### src/rtl/mfmt_serial_tx.sv
module mfmt_serial_tx #(
  parameter int DATA_W = 8
) (
  input  logic              clk,
  input  logic              rst_n,
  input  logic              bit_tick,
  input  logic [2:0]        fmt_sel,
  input  logic              msb_first,
  input  logic              send_brk,
  input  logic [DATA_W-1:0] tx_data,
  input  logic              tx_type,
  input  logic              tx_valid,
  output logic              tx_ready,
  output logic              tx_line
);
  localparam int FW = DATA_W + 3;
  localparam int CW = $clog2(FW);

  typedef enum logic [1:0] {S_IDLE, S_WAIT, S_SEND} st_t;

  st_t              st;
  logic [CW-1:0]    cnt;
  logic [FW-1:0]    fr, nf;
  logic             len11, isbrk, brk_req;

  wire fmt_ok  = (fmt_sel == 3'b010) || (fmt_sel == 3'b100) ||
                 (fmt_sel == 3'b101) || (fmt_sel == 3'b110);
  wire [CW-1:0] last_idx = len11 ? CW'(FW-1) : CW'(FW-2);
  wire accept  = tx_valid && tx_ready;
  wire in_brk  = (st == S_SEND) && isbrk;
  wire brk_go  = fmt_ok && (brk_req || (isbrk && send_brk));

  assign tx_ready = (st == S_IDLE) && fmt_ok && !send_brk && !brk_req;
  assign tx_line  = (st == S_SEND) ? (!isbrk && fr[cnt]) : 1'b1;

  always_comb begin
    nf    = '1;
    nf[0] = 1'b0;
    for (int i = 0; i < DATA_W; i++)
      nf[1+i] = msb_first ? tx_data[DATA_W-1-i] : tx_data[i];
    if (fmt_sel[2])
      nf[DATA_W+1] = (fmt_sel == 3'b110) ? tx_type
                   : (fmt_sel[0] ? ~^tx_data : ^tx_data);
  end

  always_ff @(posedge clk) begin
    if (!rst_n) begin
      st      <= S_IDLE;
      cnt     <= '0;
      fr      <= '1;
      len11   <= 1'b0;
      isbrk   <= 1'b0;
      brk_req <= 1'b0;
    end else begin
      if (send_brk && !in_brk) brk_req <= 1'b1;
      case (st)
        S_IDLE: begin
          if (accept) begin
            fr    <= nf;
            len11 <= fmt_sel[2];
            st    <= S_WAIT;
          end else if (bit_tick && brk_req && fmt_ok) begin
            st      <= S_SEND;
            cnt     <= '0;
            isbrk   <= 1'b1;
            len11   <= fmt_sel[2];
            brk_req <= 1'b0;
          end
        end
        S_WAIT: begin
          if (bit_tick) begin
            st    <= S_SEND;
            cnt   <= '0;
            isbrk <= 1'b0;
          end
        end
        S_SEND: begin
          if (bit_tick) begin
            if (cnt == last_idx) begin
              if (brk_go) begin
                cnt     <= '0;
                isbrk   <= 1'b1;
                len11   <= fmt_sel[2];
                brk_req <= 1'b0;
              end else begin
                st    <= S_IDLE;
                isbrk <= 1'b0;
              end
            end else begin
              cnt <= cnt + 1'b1;
            end
          end
        end
        default: st <= S_IDLE;
      endcase
    end
  end
endmodule

### config.mk
export PLATFORM = sky130hd
export DESIGN_NAME = mfmt_serial_tx
export DESIGN_NICKNAME = d
export VERILOG_FILES = /design/src/rtl/mfmt_serial_tx.sv
export SDC_FILE = /design/constraint.sdc
export NUM_CORES = 1
export LEC_CHECK = 0
export ABC_AREA = 1
export ABC_CLOCK_PERIOD_IN_PS = 2200
export BUFFER_PORTS_ARGS = -buffer_cell sky130_fd_sc_hd__buf_2
export CORE_UTILIZATION = 37
export DETAILED_ROUTE_END_ITERATION = 8
export PLACE_DENSITY = 0.6
export SKIP_CTS_REPAIR_TIMING = 1
export SYNTH_ARGS = -nofsm -noshare
export SYNTH_HDL_FRONTEND = slang
export SYNTH_SLANG_ARGS = --single-unit
### constraint.sdc
create_clock -name clk -period 2.2 [get_ports clk]
set_clock_uncertainty 0.05 [all_clocks]
set_input_delay 0.44 -clock clk [delete_from_list [all_inputs] [get_ports clk]]
set_output_delay 0.44 -clock clk [all_outputs]
set_load 0.02 [all_outputs]
==> results of run 1 <==
## critical path: stages (launching register included)
cell,delay (ns)
dfxtp_1,0.54
nand3_1,0.13
nand4_1,0.11
nand3_1,0.08
a22oi_1,0.15
buf_2,0.19
## kinds of logic (layout without fill, tap and decap cells)
family                     after synthesis  count (layout)
AOI/OAI and AO/OA                       37              37
DFF                                     19              19
and+or+nand+nor                        108             108
adders and majority gates                1               1
buffers and inverters                   31              51
xor gates and xnor gates                 6               6
## metrics by stage
step | instance area, um^2 | utilization, %
floorplan | 1290 | -
global placement | 1430 | 42.7
detailed placement | 1430 | 42.7
CTS | 1450 | 43.5
global route | 1460 | 43.6
finish | 1460 | 43.6
## metal layers
layer | routed length [um] | part of all wire (%)
met1 | 1430 | 52
met5 | 0 | 0
met2 | 1200 | 43
met4 | 47 | 1.7
met3 | 102 | 3.7
## final cells by class
class | count | share of cell area [%]
clock buffers | 4 | 1.80
well taps | 46 | 3.95
flip-flops and latches | 19 | 26.2
inverters | 28 | 7.22
repair buffers | 19 | 6.53
multi-input cells | 152 | 54.3
## layout by cell type (no fill, tap or decap), drive strengths merged
cell type,count
dfxtp,19
clkbuf,4
and3,1
buf,19
nor3b,2
o21ai,16
nor2,24
nand4,2
xor2,3
clkinv,1
xnor2,3
a21boi,1
nand3,22
o21bai,1
ha,1
inv,27
a21oi,14
nor3,1
and2,1
o211ai,2
a22oi,3
nand2,55
## sequential cells by signal, summed over array words and instances, names as in the netlist
name,cells
isbrk,1
fr,10
cnt,4
len11,1
brk_req,1
st,2
## power by group
group / internal [mW] / total [mW] / leakage, nW / switching, mW
Sequential: 0.365 / 0.390 / 0.155 / 0.0241
Combinational: 0.0854 / 0.231 / 0.514 / 0.145
Clock: 0.0707 / 0.181 / 0.0150 / 0.110
## final timing paths
path / depth (start not counted) / slack [ns] / endpoint
worst max register to register: 9 / 0.60 / len11$_SDFFE_PN0P_
worst min register to register: 2 / 0.42 / fr[0]$_SDFFE_PN1P_
worst min-delay path: 2 / 0.29 / fr[0]$_SDFFE_PN1P_
worst max-delay path: 5 / 0.21 / tx_line
==> results by stage, run 1 <==
Power and ir drop:
- The completed layout was analyzed and its total power is approximately 0.8 mW.
- The worst-case IR drop observed on VDD is 333 uV.
- The power per unit of standard cell area is 550 nW/um^2.
- The standby leakage power is 0.685 nW.

Drt:
- Wires add up to 2780 um.
- The routed via count is 1275.
- The DRC violation count after routing is 0.
- After detailed routing, the number of vias per cell comes to around 4.8.
- The first routing iteration left 44 violations.
- The remaining antenna violation count is 0.
- The wire length per cell is ~10 um.
- The total iterations of the first detailed-routing run is 4.

Finish:
- The layout net count is 242.
- The synthesis-to-layout area growth is 12.9%.
- The number of antenna diodes in the final layout is 0.
- The post-route non-filler standard cell count is between 200 and 300.
- Of the cells placed in the final design, the portion with a size suffix greater than 1 is roughly 18%.
- The register area is 382 um^2.
- The area taken by multi-input logic gates is 791 um^2.
- The number of fill cells is 379.

Global routing:
- The maximum number of pins on one net before global-route repair is 13.
- The number of global-route vias before repair was 1191.
- The first global-routing pass estimated between 4000 and 5000 um of wire.
- The layer flagged by global routing as most heavily used is met2.
- The met3 usage in global routing is under 10%.
- The remaining global-route overflow is 0.
- The initial antenna violation count is 0.
- Global routing consumed, on the met1 layer, between 20% and 30% of the routing resources.
- The combined global-route utilization of all metal layers is 17.6%.
- The global-route track usage on met2 is between 20% and 30%.

Worst setup path:
- The category of the worst setup path launch point is a register.
- The maximum fanout encountered on the critical timing path is 10.
- In this run the worst setup path begins at cnt[1]$_SDFFE_PN0P_.
- The setup path with the least slack is of type reg2out.
- The kind of end point of the critical path is a primary output.
- STA puts the critical path data required time at about 1.7 ns.
- Data arrives at the worst endpoint at 1.50 ns.
- The source of the worst register-to-register timing path is cnt[0]$_SDFFE_PN0P_.

Timing:
- Derived from the worst setup path, the maximum achievable clock frequency is 0.501 GHz.
- Summed over all failing endpoints, the final setup total negative slack is 0 ns.
- The post-layout worst setup margin is 0.205 ns.
- The final max-slew violation count is 0.
- The final worst-path cycle share is 90.7%.
- The post-route minimum period is roughly 2 ns.
- The worst slew margin relative to its limit is 76.5%.
- The final-layout worst hold slack is 0.292 ns.
- The total count of hold-check failures in the final report was 0.
- Setup repair after global routing left no endpoint under its margin.
- Setup violations remaining at the end of the flow were counted as 0.
- The slew at the pin with the worst max-slew slack is 0.353 ns.

Floorplan:
- The width of the die is 61.0 um.
- After floorplanning, the core was sized to cover ~3300 um^2.
- The die area is 3730 um^2.
- The initialized floorplan defines 21 standard-cell rows.
- The initial standard-cell utilization of the core is 38.7%.
- The die height is 61.0 um.
- 20 I/O pins were placed.

Hold path:
- The class of the tightest hold or removal check is in2reg.
- The origin of the worst min-delay path is rst_n.

Yosys:
- The warning count from the yosys run is 0.
- The number of flops mapped to enable cells by yosys is 0.
- The netlist uses 33 different library cells.
- The number of synthesized register bits is 19.
- The synthesized netlist devotes 0.970% of its cell area to adder and majority cells.
- When the netlist entered floorplanning its net count stood at 221.
- Sorting the synthesized cells by how often they occur yields nand2_1 (53), inv_1 (24), dfxtp_1 (19), nand3_1 (19), nor2_1 (19).
- The main combinational cell family by area after synthesis is simple AND/OR/NAND/NOR gates.
- The multiplexer share of the synthesized area is 0%.
- The async set or reset register ratio after synthesis is 0%.
- Each instance of the synthesized netlist takes up on average ~6.4 um^2.
- Sequential cells were found to cover between 20% and 30% of the synthesized design area.
- The library cell with the largest summed area after synthesis is dfxtp_1.
- The area share of the largest cell type after synthesis is ~29%.
- The area share of xor/xnor cells in the synthesized design is 4.07%.
- Summing the areas of all compound-gate instances in the mapped netlist gives 16.0% of the synthesized area.
- The post-synthesis cell area is between 1000 and 1500 um^2.
- The cell count after synthesis is 202.
- After synthesis, the cell types taking the most area are dfxtp_1 (29%), nand2_1 (15%), nand3_1 (7.4%).
- In the post-synthesis netlist, the cell with the most instances is nand2_1.
- The area fraction in and, or, nand and nor cells after synthesis is 40.1%.
- The main flop type after synthesis is dfxtp_1.

Placed design:
- The global placement routability congestion is 0.807.
- The cell total after placement is 264.
- The count of port buffers added during placement is 19.
- The pre-CTS worst setup slack is 0.450 ns.
- After legalization and detailed placement, the total HPWL measured 2170 um.

Clock network:
- CTS built an H-tree with a depth of 1.
- The clock root buffer is clkbuf_4.
- The maximum buffer depth of the clock tree is 2.
- The clock transition at the registers of the reported paths is around 0.11 ns.
- The clock tree from TritonCTS is yes.
- The clock latency on the worst-skew pair is 0.30 ns.
- The CTS sink count is 19.
- The number of clock buffers added by TritonCTS is 3.

Outcome:
- The flow ran to the end, and the final reports show no timing, DRC or antenna violations.

Job:
- The number of max-cap violations is 0.
No activity file was read; power rests on OpenSTA's default activity.
==> run 2: changes to the inputs <==
--- a/config.mk
+++ b/config.mk
@@ -8,6 +8,7 @@
 export ABC_AREA = 1
 export ABC_CLOCK_PERIOD_IN_PS = 2200
 export BUFFER_PORTS_ARGS = -buffer_cell sky130_fd_sc_hd__buf_2
+export CORE_ASPECT_RATIO = 1.75
 export CORE_UTILIZATION = 37
 export DETAILED_ROUTE_END_ITERATION = 8
 export PLACE_DENSITY = 0.6
==> results by stage, run 2 (synthesis gave the netlist of run 1 again) <==
Worst setup path:
- The kind of end point of the critical path is a primary output.
- Setup slack on the worst reg-to-reg path comes out at 0.49 ns.
- The critical path goes through inv_1 > o21ai_0 > nand2_1 > a21oi_1 > a22oi_1 > buf_2.
- The critical path arrival is 1.51 ns.
- The number of cells on the worst reg-to-reg path is 7.
- The buffers plus inverters on the worst setup path is 2.
- The largest single stage delay on the critical path is 0.54 ns.
- For the worst setup path, the data required time is 1.71 ns.
- The cell class contributing the biggest share of worst-path delay is flip-flops.
- The critical path ends at tx_line.
- Along the worst path, the maximum fanout reaches 12.
- Counting buffers and inverters, the worst setup path is 6 cells deep.
- The launching instance or port of the critical path is cnt[0]$_SDFFE_PN0P_.
- The worst setup path is launched from a register.
- The critical path class is reg2out.
- The endpoint of the lowest-slack register-to-register path is isbrk$_SDFFE_PN0P_.
- The source of the worst register-to-register timing path is cnt[0]$_SDFFE_PN0P_.
- The cell at the slowest stage of the critical path is dfxtp_1.

Timing:
- The worst path meets setup with a little under 0.2 ns of slack.
- The worst slew margin relative to its limit is 76.0%.
- The number of failing setup endpoints in the final timing report is 0.
- Hold timing on the final database bottoms out at a slack of 0.342 ns.
- Setup repair after global routing left no endpoint under its margin.
- The final-layout setup total negative slack is 0 ns.
- The total count of hold-check failures in the final report came to 0.
- The final max-slew violation count is 0.
- For this run, the top clock speed supported by timing is 0.499 GHz.
- The final worst-path cycle share is between 90% and 100%.
- For the pin with the worst max-slew slack, the measured transition is 0.360 ns.
- Counting I/O delays and the setup requirement, the final critical path takes 2.00 ns.

Clock network:
- The maximum buffer depth of the clock tree is 2.
- The number of clock buffers added by TritonCTS is 3.
- The clock tree from TritonCTS is yes.
- After clock tree synthesis, the clock-pin slew on the worst setup and hold paths is 0.07 ns.
- The clock root buffer is clkbuf_8.
- At the later pin of the worst-skew pair, clock insertion delay measures 0.26 ns.
- The CTS sink count is 19.
- In this run the number of H-tree levels came out at 1.

Floorplan:
- 20 I/O pins were placed.
- The floorplan row count is 28.
- The initial standard-cell utilization of the core is between 30% and 40%.
- The die area is about 3700 um^2.
- After floorplanning, the core was sized to cover 3360 um^2.
- The floorplan step set the die height to 80.1 um.
- The width of the die is roughly 47 um.

Finish:
- The most common cell after layout, fill and taps aside is nand2_1.
- The cell area after layout is 1470 um^2.
- The register with the most flip-flops is fr.
- Leaving out fill and tap cells, the most frequent cells in the layout are nand2_1 (53), inv_1 (24).
- The share of layout cells above drive strength 1 is 17.1%.
- At the end of the flow, the number of nets in the layout was between 200 and 250.
- The number of inserted diodes is 0.
- For this run, the number of standard cells in the final layout without fillers is 267.
- At the end of the flow the core is filled with cells to 43.8%.
- The synthesis-to-layout area growth is 14.1%.
- The register with the most flip-flops in the layout has 10 of them.
- The largest registers in the layout are fr x10, cnt x4, st x2.

Power and ir drop:
- Overall power consumption after layout is estimated at 0.864 mW.
- The maximum ir drop on the vdd rail is around 250 uV.
- The power per unit of standard cell area is 587 nW/um^2.
- The standby leakage power is 0.695 nW.

Global routing:
- Global routing consumed, over all layers together, 18.1% of the routing resources.
- The remaining global-route overflow is 0.
- The global-route wire length before repair is 4940 um.
- The number of global-route vias before repair is 1202.
- The maximum number of pins on one net before global-route repair is 13.
- The initial antenna violation count is 0.

Placed design:
- The detailed-placement wirelength estimate is 2420 um.
- The cell total after placement is approximately 260.
- Timing analysis after detailed placement gives a worst setup slack of ~0.48 ns.
- After detailed placement, the total cell area comes to ~1400 um^2.
- The count of port buffers added during placement is 19.
- The congestion estimate from routability-driven global placement came to 0.794.

Outcome:
- The flow ran to the end, and the final reports show no timing, DRC or antenna violations.

Drt:
- The DRC violation count after routing is 0.
- The total wire length is 2910 um.
- The detail-routed via count per cell is 4.75.
- The count of nets left with antenna violations once routing finished came out at 0.
- The wire length per cell is between 10 and 15 um.
- The number of DRC violations after detailed-routing iteration 0 is 14.
- The pre-antenna-repair detailed-routing pass consisted of 4 iterations.
- The routed via count is 1268.

Job:
- The tool flagged a number of max-cap violations equal to 0.

Hold path:
- The worst hold path depth is 2.
- The class of the tightest hold or removal check is in2reg.
[run 2: layout make-up]
type	instances	area, um^2
inverter	28	105
multi-input combinational	152	788
clock buffer	3	41.3
clock inverter	1	5.00
tap	45	56.3
sequential	19	380
fill	402	1890
timing repair buffer	19	95.1
[run 2: worst reg2reg max path, cell delays in order (launching register included)]
cell	delay, ns
dfxtp_1	0.54
inv_1	0.16
o21bai_1	0.18
nand3_2	0.17
nand2_1	0.17
inv_1	0.09
o21ai_0	0.16
a21oi_1	0.08
[run 2: report_power, final]
part	switching (mW)	leakage [nW]	internal, mW	total, mW
clock	0.119	0.0255	0.126	0.246
combinational	0.145	0.515	0.0851	0.231
sequential	0.0224	0.155	0.365	0.388
[run 2: worst min-delay path by stage]
stage | from | end
2_1_floorplan | fr[0]$_SDFFE_PN1P_ | fr[0]$_SDFFE_PN1P_
3_3_place_gp | fr[0]$_SDFFE_PN1P_ | fr[0]$_SDFFE_PN1P_
3_5_place_dp | fr[0]$_SDFFE_PN1P_ | fr[0]$_SDFFE_PN1P_
4_1_cts | rst_n | fr[0]$_SDFFE_PN1P_
5_1_grt | rst_n | fr[0]$_SDFFE_PN1P_
6_report | rst_n | fr[0]$_SDFFE_PN1P_
[run 2: per-layer routing]
metal | wire length (um) | part of all wire, % | GRT usage (%) | vias to the layer above
met5 | 0 | 0 | 0 | -
met4 | 68 | 2.3 | 9.43 | 0
met3 | 53 | 1.8 | 1.57 | 5
met2 | 1680 | 58 | 35.0 | 21
met1 | 1110 | 38 | 17.1 | 551
li1 | - | - | - | 691
